[src/rtl/fc_pkg.sv]
package fc_pkg;

  typedef enum logic [2:0] {
    FK_NONE      = 3'd0,
    FK_ALIGN     = 3'd1,
    FK_SEC_XLAT  = 3'd2,
    FK_PAGE_XLAT = 3'd3,
    FK_SEC_DOM   = 3'd4,
    FK_PAGE_DOM  = 3'd5,
    FK_SEC_PERM  = 3'd6,
    FK_PAGE_PERM = 3'd7
  } fault_kind_e;

  localparam logic [1:0] SZ_BYTE = 2'b00;
  localparam logic [1:0] SZ_HALF = 2'b01;

  localparam logic [1:0] L1_FAULT = 2'b00;
  localparam logic [1:0] L1_TABLE = 2'b01;
  localparam logic [1:0] L1_SECT  = 2'b10;
  localparam logic [1:0] L1_RSVD  = 2'b11;

  localparam logic [1:0] DC_NOACC = 2'b00;
  localparam logic [1:0] DC_CLIENT = 2'b01;
  localparam logic [1:0] DC_RSVD  = 2'b10;
  localparam logic [1:0] DC_MGR   = 2'b11;

  // Misalignment of an access given its low address bits and size code.
  function automatic logic misaligned(input logic [1:0] lo, input logic [1:0] size);
    case (size)
      SZ_BYTE: misaligned = 1'b0;
      SZ_HALF: misaligned = lo[0];
      default: misaligned = |lo;
    endcase
  endfunction

  // Access-permission denial for a client domain.
  function automatic logic ap_denies(input logic [1:0] ap, input logic priv, input logic wr);
    case (ap)
      2'b00:   ap_denies = 1'b1;
      2'b01:   ap_denies = !priv;
      2'b10:   ap_denies = !priv && wr;
      default: ap_denies = 1'b0;
    endcase
  endfunction

endpackage

[src/rtl/fc_align.sv]
module fc_align (
  input  logic       en,
  input  logic [1:0] addr_lo,
  input  logic [1:0] size,
  output logic       hit
);
  assign hit = en && fc_pkg::misaligned(addr_lo, size);
endmodule

[src/rtl/fc_domain.sv]
module fc_domain #(
  parameter int NUM_DOM = 16,
  localparam int DOM_W  = $clog2(NUM_DOM),
  localparam int CTL_W  = 2 * NUM_DOM
) (
  input  logic [CTL_W-1:0] ctl_word,
  input  logic [DOM_W-1:0] dom,
  output logic             deny,
  output logic             client,
  output logic             manager
);
  logic [1:0] field [NUM_DOM];
  logic [1:0] sel;

  for (genvar g = 0; g < NUM_DOM; g++) begin : g_field
    assign field[g] = ctl_word[2*g +: 2];
  end

  assign sel     = field[dom];
  assign deny    = (sel == fc_pkg::DC_NOACC) || (sel == fc_pkg::DC_RSVD);
  assign client  = (sel == fc_pkg::DC_CLIENT);
  assign manager = (sel == fc_pkg::DC_MGR);
endmodule

[src/rtl/fc_perm.sv]
module fc_perm (
  input  logic       enable,
  input  logic [1:0] ap,
  input  logic       priv,
  input  logic       wr,
  output logic       hit
);
  assign hit = enable && fc_pkg::ap_denies(ap, priv, wr);
endmodule

[src/rtl/fc_walk_check.sv]
module fc_walk_check #(
  parameter int NUM_DOM    = 16,
  parameter int L1_W       = 12,
  parameter int L2_W       = 6,
  parameter int DOM_LSB    = 5,
  parameter int SEC_AP_LSB = 10,
  parameter int PG_AP_LSB  = 4,
  localparam int DOM_W     = $clog2(NUM_DOM),
  localparam int CTL_W     = 2 * NUM_DOM
) (
  input  logic             clk,
  input  logic             rst_n,
  input  logic             req_valid,
  input  logic [1:0]       req_addr_lo,
  input  logic [1:0]       req_size,
  input  logic             req_write,
  input  logic             req_priv,
  input  logic             align_en,
  input  logic [L1_W-1:0]  l1_desc,
  input  logic [L2_W-1:0]  l2_desc,
  input  logic [CTL_W-1:0] dacr,
  output logic             rsp_valid,
  output logic             fault_valid,
  output logic [2:0]       fault_kind,
  output logic [DOM_W-1:0] fault_domain,
  output logic             access_block,
  output logic             tlb_fill_en
);
  import fc_pkg::*;

  // Named internal events
  logic             align_hit;
  logic             is_table;
  logic             xlat_sec_hit;
  logic             xlat_pg_hit;
  logic             dom_deny;
  logic             dom_client;
  logic             dom_mgr;
  logic             perm_hit;
  logic [DOM_W-1:0] dom_num;
  logic [1:0]       ap_sel;
  fault_kind_e      kind_d;

  fc_align u_align (
    .en      (align_en),
    .addr_lo (req_addr_lo),
    .size    (req_size),
    .hit     (align_hit)
  );

  assign is_table     = (l1_desc[1:0] == L1_TABLE);
  assign xlat_sec_hit = (l1_desc[1:0] == L1_FAULT) || (l1_desc[1:0] == L1_RSVD);
  assign xlat_pg_hit  = is_table && (l2_desc[1:0] == 2'b00);
  assign dom_num      = l1_desc[DOM_LSB +: DOM_W];

  fc_domain #(.NUM_DOM(NUM_DOM)) u_domain (
    .ctl_word (dacr),
    .dom      (dom_num),
    .deny     (dom_deny),
    .client   (dom_client),
    .manager  (dom_mgr)
  );

  assign ap_sel = is_table ? l2_desc[PG_AP_LSB +: 2] : l1_desc[SEC_AP_LSB +: 2];

  fc_perm u_perm (
    .enable (dom_client),
    .ap     (ap_sel),
    .priv   (req_priv),
    .wr     (req_write),
    .hit    (perm_hit)
  );

  // Fixed priority: alignment, translation, domain, permission.
  always_comb begin
    if (align_hit)         kind_d = FK_ALIGN;
    else if (xlat_sec_hit) kind_d = FK_SEC_XLAT;
    else if (xlat_pg_hit)  kind_d = FK_PAGE_XLAT;
    else if (dom_deny)     kind_d = is_table ? FK_PAGE_DOM : FK_SEC_DOM;
    else if (perm_hit)     kind_d = is_table ? FK_PAGE_PERM : FK_SEC_PERM;
    else                   kind_d = FK_NONE;
  end

  always_ff @(posedge clk) begin
    if (!rst_n || !req_valid) begin
      rsp_valid    <= 1'b0;
      fault_valid  <= 1'b0;
      fault_kind   <= FK_NONE;
      fault_domain <= '0;
      access_block <= 1'b0;
      tlb_fill_en  <= 1'b0;
    end else begin
      rsp_valid    <= 1'b1;
      fault_valid  <= (kind_d != FK_NONE);
      fault_kind   <= kind_d;
      fault_domain <= (kind_d >= FK_SEC_DOM) ? dom_num : '0;
      access_block <= (kind_d != FK_NONE);
      tlb_fill_en  <= (kind_d == FK_NONE);
    end
  end
endmodule

[config.mk]
export PLATFORM = sky130hd
export DESIGN_NAME = fc_walk_check
export DESIGN_NICKNAME = d
export VERILOG_FILES = /design/src/rtl/fc_pkg.sv /design/src/rtl/fc_align.sv /design/src/rtl/fc_domain.sv /design/src/rtl/fc_perm.sv /design/src/rtl/fc_walk_check.sv
export SDC_FILE = /design/constraint.sdc
export NUM_CORES = 1
export LEC_CHECK = 0
export BUFFER_PORTS_ARGS = -buffer_cell sky130_fd_sc_hd__buf_2
export CAP_MARGIN = 20
export CORE_MARGIN = 4
export CORE_UTILIZATION = 31
export CTS_CLUSTER_DIAMETER = 30
export DETAILED_ROUTE_END_ITERATION = 8
export PLACE_DENSITY = 0.84
export SLEW_MARGIN = 20
export SYNTH_ARGS = -nofsm -noshare
export SYNTH_HDL_FRONTEND = slang
export SYNTH_SLANG_ARGS = --single-unit
export TNS_END_PERCENT = 20
[constraint.sdc]
create_clock -name clk -period 1.7 [get_ports clk]
set_clock_uncertainty 0.1 [all_clocks]
set_input_delay 0.17 -clock clk [delete_from_list [all_inputs] [get_ports clk]]
set_output_delay 0.17 -clock clk [all_outputs]
set_load 0.01 [all_outputs]
==> results of run 1 <==
[cell usage after synthesis, types with 2 or more instances]
| cell | instances |
|---|---|
| mux4_1 | 3 |
| inv_1 | 3 |
| dfxtp_1 | 10 |
| mux2i_1 | 4 |
| a21oi_1 | 2 |
| nor2_1 | 6 |
| nand2_1 | 7 |
| mux4_2 | 6 |
[cell type report]
cell class	count	area share
multi-input cells	42	0.418
clock buffers	3	0.0210
flip-flops and latches	10	0.187
repair buffers	68	0.333
well taps	27	0.0315
inverters	3	0.0105
[power by group through the flow]
stage          Clock, mW  Combinational, mW  Sequential (mW)
2_1_floorplan          0              0.116            0.258
3_3_place_gp           0              0.200            0.252
3_5_place_dp           0              0.210            0.252
4_1_cts            0.160              0.212            0.247
5_1_grt            0.168              0.234            0.247
6_report           0.157              0.213            0.247
[per-layer routing]
layer	global-route usage	vias to the layer above	wire, um
met1	0.120	333	642
met2	0.295	53	1050
li1	-	356	-
met5	0	-	0
met4	0.0788	0	31
met3	0.0327	4	283
[sequential cells by signal, summed over array words and instances (netlist names)]
| register | count |
|---|---|
| tlb_fill_en | 1 |
| fault_kind | 3 |
| access_block | 1 |
| fault_domain | 4 |
| rsp_valid | 1 |
[worst min-delay path by stage]
stage                                 end  slack [ns]  depth (start not counted)
6_report       fault_domain[1]$_SDFF_PP0_        0.08                          3
5_1_grt        fault_domain[1]$_SDFF_PP0_        0.08                          3
4_1_cts        fault_domain[1]$_SDFF_PP0_        0.07                          3
3_5_place_dp   fault_domain[1]$_SDFF_PP0_        0.35                          3
3_3_place_gp   fault_domain[1]$_SDFF_PP0_        0.34                          3
2_1_floorplan  fault_domain[1]$_SDFF_PP0_        0.18                          2
[metrics by stage]
step,setup slack (ns),cell area [um^2]
after detailed placement,-0.277,1040
after floorplan,-0.0789,687
after global placement,-0.185,1040
final,0.0190,1070
after CTS,0.00857,1070
after global routing,-0.0517,1070
[cell families (layout without fill, tap and decap cells)]
kind of cell,Yosys count,count (layout),synth area share
buffers and inverters,6,74,0.0498
multiplexers,14,14,0.391
AO/OA/AOI/OAI,9,9,0.127
adder cells (fa/ha/maj),1,1,0.0184
flip-flops,10,10,0.295
AND/OR/NAND/NOR,18,18,0.118
==> impl_metrics.toml, run 1 <==
[place]
gp_congestion = 0.736
numPlacedInstances = 150
io_buffer_count = 64
dpl.hpwl_mm = 1.77

[pwr]
irDropWorstVdd_mv = 0.279
combPwrFrac = 0.346
p_switching_mw = 0.167
internal_power_mw = 0.450
p_leak_nw = 0.561
p_clk_frac = 0.255
power.density_mw_per_mm2 = 575
switching_share = 0.270
p_seq_frac = 0.400
finalPower_mw = 0.617

[die]
die_y_um = 54.8
rows = 16
ios = 71
fp.dieW_um = 54.8
dieArea_mm2 = 0.00300
start_util = 0.335
core_mm2 = 0.00202

[routing]
initialDrtViolationCount = 13
route.vias.total = 746
drc_errors = 0
ant_nets = 0
dr.pass1.iters = 4
wire_per_inst_um = 13.1
wirelength_mm = 2.01
via_per_inst = 4.88

[finish]
postLayoutCoreUtil = 0.530
instances_no_fill = 153
mostFrequentLayoutCells = "buf_2, dfxtp_1, nand2_1"
seqCellArea_um2 = 200
area_growth_pct = 58.1
diodes = 0
drive_gt1_frac = 0.643
multiInputGateArea_um2 = 448
final_common_cell = "buf_2"
nNetsFinal = 189
fillCellCount = 199

[timing]
worst-slew-pin-transition_ns = 0.474
post-route-min-period_ns = 1.68
fin_hold_ws_ns = 0.0762
rsz0062_at_grt = "true"
setup_viol = 0
post-route-period-util = 0.989
max_freq_ghz = 0.595
setup_tns_ns = 0
slew_violations = 0
hold_viol = 0
slew_headroom = 0.681

[yosys]
synth_area_leaders = "dfxtp_1, mux4_2, mux4_1"
ys_ff_latch = 10
synth_edf_count = 0
yosysTopAreaCell = "dfxtp_1"
avgSynthCellArea_um2 = 11.7
ys_async_sr_fraction = 0
synth_top_area_share = 0.295
synth_flop_cell = "dfxtp_1"
syn_inst = 58
synth_nets = 119
synth_area_um2 = 678
seq_area_frac_synth = 0.295
yosys_warnings = 0
yosysUniqueCellTypes = 25

[outcome]
status = "finished, final reports clean"

[clocking]
postCtsSetupRepairBufs = 0
hold_buffers = 0
path_clk_slew_ns = 0.06
cts_root_buffer = "clkbuf_4"
cts_buffers = 3
cts_tree = "done"
clockBufferDepth = 2
cts_sinks = 10
post_cts_resized = 1
cts.htree.levels = 1

[setup_path]
critical_path_arrival_ns = 1.76
critPathCapture = "fault_kind[0]$_SDFF_PN0_"
cp_top_family = "multiplexers"
cp_data_required_time_ns = 1.78
crit_chain = "clkbuf_4 > mux4_2 > mux4_2 > a21boi_4 > a221oi_2"
setup.worst_path.start = "l1_desc[5]"
crit_top_cell = "mux4_2"
worstSetupStartpointType = "primary input"
cp_slowest_cell = "mux4_2"
crit_path_end_kind = "flop"
slowest_delay_ns = 0.51
path_buf_inv = 1
worstPathMaxFanout = 8
worstSetupPathType = "primary input to flop"
path_depth = 5

[worst_hold_path]
hold_path.class = "primary input to flop"
hp-start = "l1_desc[6]"

[global_routing]
antenna_found_initial = 0
grt_usage = 0.144
grt_pass1_vias = 787
grt_max_degree = 9
grt_overflow = 0
grt_pass1_wl_mm = 3.04

[job]
drv_cap = 0
Note: power is estimated with default switching activity, not from simulation.
==> inputs of run 2 (changes only) <==
--- a/config.mk
+++ b/config.mk
@@ -7,8 +7,10 @@
 export LEC_CHECK = 0
 export BUFFER_PORTS_ARGS = -buffer_cell sky130_fd_sc_hd__buf_2
 export CAP_MARGIN = 20
+export CELL_PAD_IN_SITES_DETAIL_PLACEMENT = 0
+export CELL_PAD_IN_SITES_GLOBAL_PLACEMENT = 1
 export CORE_MARGIN = 4
-export CORE_UTILIZATION = 31
+export CORE_UTILIZATION = 21
 export CTS_CLUSTER_DIAMETER = 30
 export DETAILED_ROUTE_END_ITERATION = 8
 export PLACE_DENSITY = 0.84
==> impl_metrics.toml, run 2 (same netlist as run 1, synthesis figures left out) <==
[outcome]
status = "finished, final reports clean"

[pwr]
switching_share = 0.249
irDropWorstVdd_mv = 0.167
internal_power_mw = 0.498
p_leak_nw = 0.568
combPwrFrac = 0.313
power.density_mw_per_mm2 = 601
p_clk_frac = 0.314
p_seq_frac = 0.373
p_switching_mw = 0.165
finalPower_mw = 0.663

[finish]
nNetsFinal = 189
regMostFlops = "fault_domain"
diodes = 0
mostFrequentLayoutCells = "buf_2, dfxtp_1, nand2_1"
top_regs = "fault_domain: 4 flops, fault_kind: 3 flops"
drive_gt1_frac = 0.646
final_common_cell = "buf_2"
fillCellCount = 321
largest_reg_flops = 4
area_growth_pct = 62.7

[worst_hold_path]
hold_path.class = "primary input to flop"

[die]
start_util = 0.220
ios = 71
rows = 20
die_y_um = 64.8
core_mm2 = 0.00308
dieArea_mm2 = 0.00420
fp.dieW_um = 64.8

[routing]
initialDrtViolationCount = 7
dr.pass1.iters = 4
drc_errors = 0
wire_per_inst_um = 10.9
via_per_inst = 4.25
route.vias.total = 726
wirelength_mm = 1.87
ant_nets = 0

[setup_path]
worstPathMaxFanout = 8
crit_path_end_kind = "flop"
critical_path_arrival_ns = 1.72
cp_data_required_time_ns = 1.78
worstSetupPathType = "primary input to flop"
worstSetupStartpointType = "primary input"

[clocking]
path_clk_slew_ns = 0.06
cts_buffers = 3
cts_root_buffer = "clkbuf_4"
cts_sinks = 10
clockBufferDepth = 2
cts.htree.levels = 1
cts_tree = "done"

[global_routing]
grt_overflow = 0
grt_pass1_wl_mm = 3.09
antenna_found_initial = 0
grt_usage = 0.0938
grt_pass1_vias = 771
grt_max_degree = 9

[timing]
worst-slew-pin-transition_ns = 0.455
post-route-period-util = 0.966
slew_violations = 0
post-route-min-period_ns = 1.64
max_freq_ghz = 0.609
hold_viol = 0
slew_headroom = 0.694
rsz0062_at_grt = "false"
setup_viol = 0
setup_slack_ns = 0.0581

[place]
gp_congestion = 0.800
io_buffer_count = 64
pre_cts_ws_ns = -0.265

[job]
drv_cap = 0
==> run 2: cell types whose count changed in the layout (fill, tap and decap cells not counted), sizes merged <==
cell	previous run	this run
buf	67	68
==> run 2: path summary, 6_finish.rpt <==
check	end	cells past startpoint	from	slack, ns
worst min-delay path	fault_domain[1]$_SDFF_PP0_	3	l1_desc[6]	0.07
worst max-delay path	fault_kind[0]$_SDFF_PN0_	5	l1_desc[5]	0.06
==> run 2: layout make-up <==
class	count	area, um^2	area share
tap	44	55.1	0.0499
sequential	10	200	0.181
clock buffer	4	36.3	0.0329
multi-input combinational	42	448	0.406
inverter	3	11.3	0.0102
timing repair buffer	68	353	0.320
==> run 2: worst max-delay path, stage by stage <==
cell      delay, ns
buf_4          0.13
mux4_2         0.50
mux4_2         0.49
a21boi_4       0.18
a221oi_2       0.24
==> run 2: metrics by stage <==
| stage | TNS, ns | util | area (um^2) | hold slack (ns) | instances |
|---|---|---|---|---|---|
| after global placement | -1.17 | 0.345 | 1060 | 0.348 | 167 |
| after CTS | 0 | 0.357 | 1100 | 0.0593 | 171 |
| after detailed placement | -1.45 | 0.345 | 1060 | 0.351 | 167 |
| after global routing | 0 | 0.359 | 1100 | 0.0812 | 171 |
| final | 0 | 0.359 | 1100 | 0.0744 | 171 |
| after floorplan | -0.170 | - | 687 | 0.184 | 58 |
==> run 2: routing by layer <==
layer / wire, um / global-route usage / up-vias
met5: 0 / 0 / -
met4: 0 / 0.0475 / 0
li1: - / - / 358
met3: 228 / 0.0243 / 0
met1: 671 / 0.0958 / 321
met2: 971 / 0.174 / 47
==> run 2: repair_timing <==
action	CTS	global route
gates resized for setup	0	3
hold buffers	0	0
buffers inserted	0	0
setup endpoints to repair	0	3
==> run 2: power groups by stage <==
stage	combinational, mW	clock (mW)	sequential (mW)
2_1_floorplan	0.116	0	0.258
3_3_place_gp	0.203	0	0.252
3_5_place_dp	0.208	0	0.253
4_1_cts	0.208	0.219	0.247
5_1_grt	0.229	0.227	0.248
6_report	0.208	0.208	0.247
==> inputs of run 3 (changes only) <==
--- a/config.mk
+++ b/config.mk
@@ -5,6 +5,7 @@
 export SDC_FILE = /design/constraint.sdc
 export NUM_CORES = 1
 export LEC_CHECK = 0
+export ABC_AREA = 1
 export BUFFER_PORTS_ARGS = -buffer_cell sky130_fd_sc_hd__buf_2
 export CAP_MARGIN = 20
 export CELL_PAD_IN_SITES_DETAIL_PLACEMENT = 0
@@ -13,7 +14,7 @@
 export CORE_UTILIZATION = 21
 export CTS_CLUSTER_DIAMETER = 30
 export DETAILED_ROUTE_END_ITERATION = 8
-export PLACE_DENSITY = 0.84
+export PLACE_DENSITY = 0.85
 export SLEW_MARGIN = 20
 export SYNTH_ARGS = -nofsm -noshare
 export SYNTH_HDL_FRONTEND = slang
==> impl_metrics.toml, run 3 <==
[die]
core_mm2 = 0.00377
dieArea_mm2 = 0.00507
rows = 22
die_y_um = 71.2
start_util = 0.223
fp.dieW_um = 71.2
ios = 71

[yosys]
yosysUniqueCellTypes = 23
seq_area_frac_synth = 0.238
synth_top_area_share = 0.238
synth_edf_count = 0
synth_top_family_by_area = "simple AND/OR/NAND/NOR gates"
yosysMostFrequentCell = "nand2_1"
avgSynthCellArea_um2 = 5.79
synth_area_um2 = 840
synth_flop_cell = "dfxtp_1"
synth_compound_area_frac = 0.0611
yosysTopAreaCell = "dfxtp_1"
synth_area_leaders = "dfxtp_1, nand2_1, inv_1"
ys_async_sr_fraction = 0
syn_inst = 145
synthTopCellsByCount = "nand2_1, inv_1, nand3_1"
yosys_warnings = 0
synthAdderAreaFrac = 0.0149
synth.area.mux_share = 0
synthSimpleGateAreaFrac = 0.490
synth_nets = 206
ys_ff_latch = 10
synth_xor_area_frac = 0

[clocking]
cts_tree = "done"
cts_sinks = 10
hold_buffers = 0
clockBufferDepth = 2
path_clk_slew_ns = 0.05
cts_root_buffer = "clkbuf_8"
cts_buffers = 3
cts.htree.levels = 1

[finish]
nNetsFinal = 274
multiInputGateArea_um2 = 475
final_common_cell = "buf_2"
regMostFlops = "fault_domain"
seqCellArea_um2 = 200
postLayoutCoreUtil = 0.333
mostFrequentLayoutCells = "buf_2, nand2_1, inv_1"
area_growth_pct = 49.5
drive_gt1_frac = 0.401
largest_reg_flops = 4
top_regs = "fault_domain: 4 flops, fault_kind: 3 flops"
fillCellCount = 433
diodes = 0

[setup_path]
worstSetupPathType = "primary input to flop"
crit_chain = "buf_2 > ha_1 > inv_1 > nand2_1 > o21ai_1 > inv_1 > o21ai_1 > nand3_2 > nand2_2 > nand4_1 > nor2_1"
crit_path_end_kind = "flop"
cp_top_family = "simple AND/OR/NAND/NOR gates"
cp_data_required_time_ns = 1.76
worstPathMaxFanout = 5
path_buf_inv = 3
cp_slowest_cell = "ha_1"
setup.worst_path.start = "l1_desc[0]"
path_depth = 11
worstSetupStartpointType = "primary input"
slowest_delay_ns = 0.21
critical_path_arrival_ns = 1.55

[timing]
worst-slew-pin-transition_ns = 0.334
hold_viol = 0
setup_viol = 0
rsz0062_at_grt = "false"
slew_headroom = 0.775
post-route-period-util = 0.878
max_freq_ghz = 0.670
post-route-min-period_ns = 1.49
slew_violations = 0

[outcome]
status = "finished, final reports clean"

[routing]
via_per_inst = 3.92
initialDrtViolationCount = 19
dr.pass1.iters = 3
route.vias.total = 1020
drc_errors = 0
ant_nets = 0
wire_per_inst_um = 9.33
wirelength_mm = 2.43

[global_routing]
grt_pass1_wl_mm = 4.03
grt_usage = 0.0949
grt_pass1_vias = 948
grt_overflow = 0
antenna_found_initial = 0
grt_max_degree = 18

[place]
gp_congestion = 0.756
dpl.hpwl_mm = 2.11
io_buffer_count = 64

[pwr]
p_clk_frac = 0.379
irDropWorstVdd_mv = 0.246
combPwrFrac = 0.296
p_leak_nw = 0.791
finalPower_mw = 0.763
internal_power_mw = 0.554
p_seq_frac = 0.324
switching_share = 0.274
p_switching_mw = 0.209
power.density_mw_per_mm2 = 608

[worst_hold_path]
min_path_cells = 3
hold_path.class = "primary input to flop"
hp-start = "req_valid"

[job]
drv_cap = 0
[run 3: cells by family (layout without fill, tap and decap cells)]
logic type               after synthesis  count (layout)
adder cells (fa/ha/maj)                1               1
AND/OR/NAND/NOR                       91              91
flip-flops                            10              10
buffers and inverters                 34             101
AO/OA/AOI/OAI                          9               9
[run 3: path summary, 6_finish.rpt]
kind	endpoint	slack (ns)
setup / recovery	fault_domain[1]$_SDFF_PP0_	0.21
hold / removal	tlb_fill_en$_SDFF_PN0_	0.16
[run 3: final cells by class]
| class | instances | area share |
|---|---|---|
| tap | 48 | 0.0479 |
| timing repair buffer | 68 | 0.279 |
| multi-input combinational | 101 | 0.379 |
| clock buffer | 4 | 0.0439 |
| inverter | 29 | 0.0907 |
| sequential | 10 | 0.160 |
[run 3: repair_timing]
action                                  in CTS  in global routing
buffers inserted                             0                  0
endpoints found under the setup margin       0                  5
resized for setup                            0                  1
[run 3: metal layers]
metal | global-route usage | vias up | part of all wire
met1 | 0.135 | 417 | 0.45
met5 | 0 | - | 0
met4 | 0.0313 | 0 | 0
li1 | - | 576 | -
met2 | 0.153 | 27 | 0.50
met3 | 0.00421 | 0 | 0.050
[run 3: worst min-delay path: stages]
cell and delay [ns]:
buf_2 0.10, nand2_1 0.13, nor2_2 0.05
[run 3: power groups by stage]
stage               Clock (mW)  Combinational (mW)  Sequential (mW)
global route             0.310               0.261            0.248
detailed placement           0               0.231            0.252
global placement             0               0.229            0.252
floorplan                    0               0.133            0.258
finish                   0.290               0.226            0.247
CTS                      0.293               0.231            0.248
[run 3: metrics by stage]
step	TNS, ns	hold WS (ns)	std cells	setup slack (ns)	instance area [um^2]
after floorplan	0	0.233	145	0.255	840
after detailed placement	-0.359	0.401	256	-0.0950	1200
final	0	0.160	260	0.208	1250
after global routing	0	0.193	260	0.0193	1250
after CTS	0	0.164	260	0.140	1250
after global placement	-0.214	0.394	256	-0.0391	1200
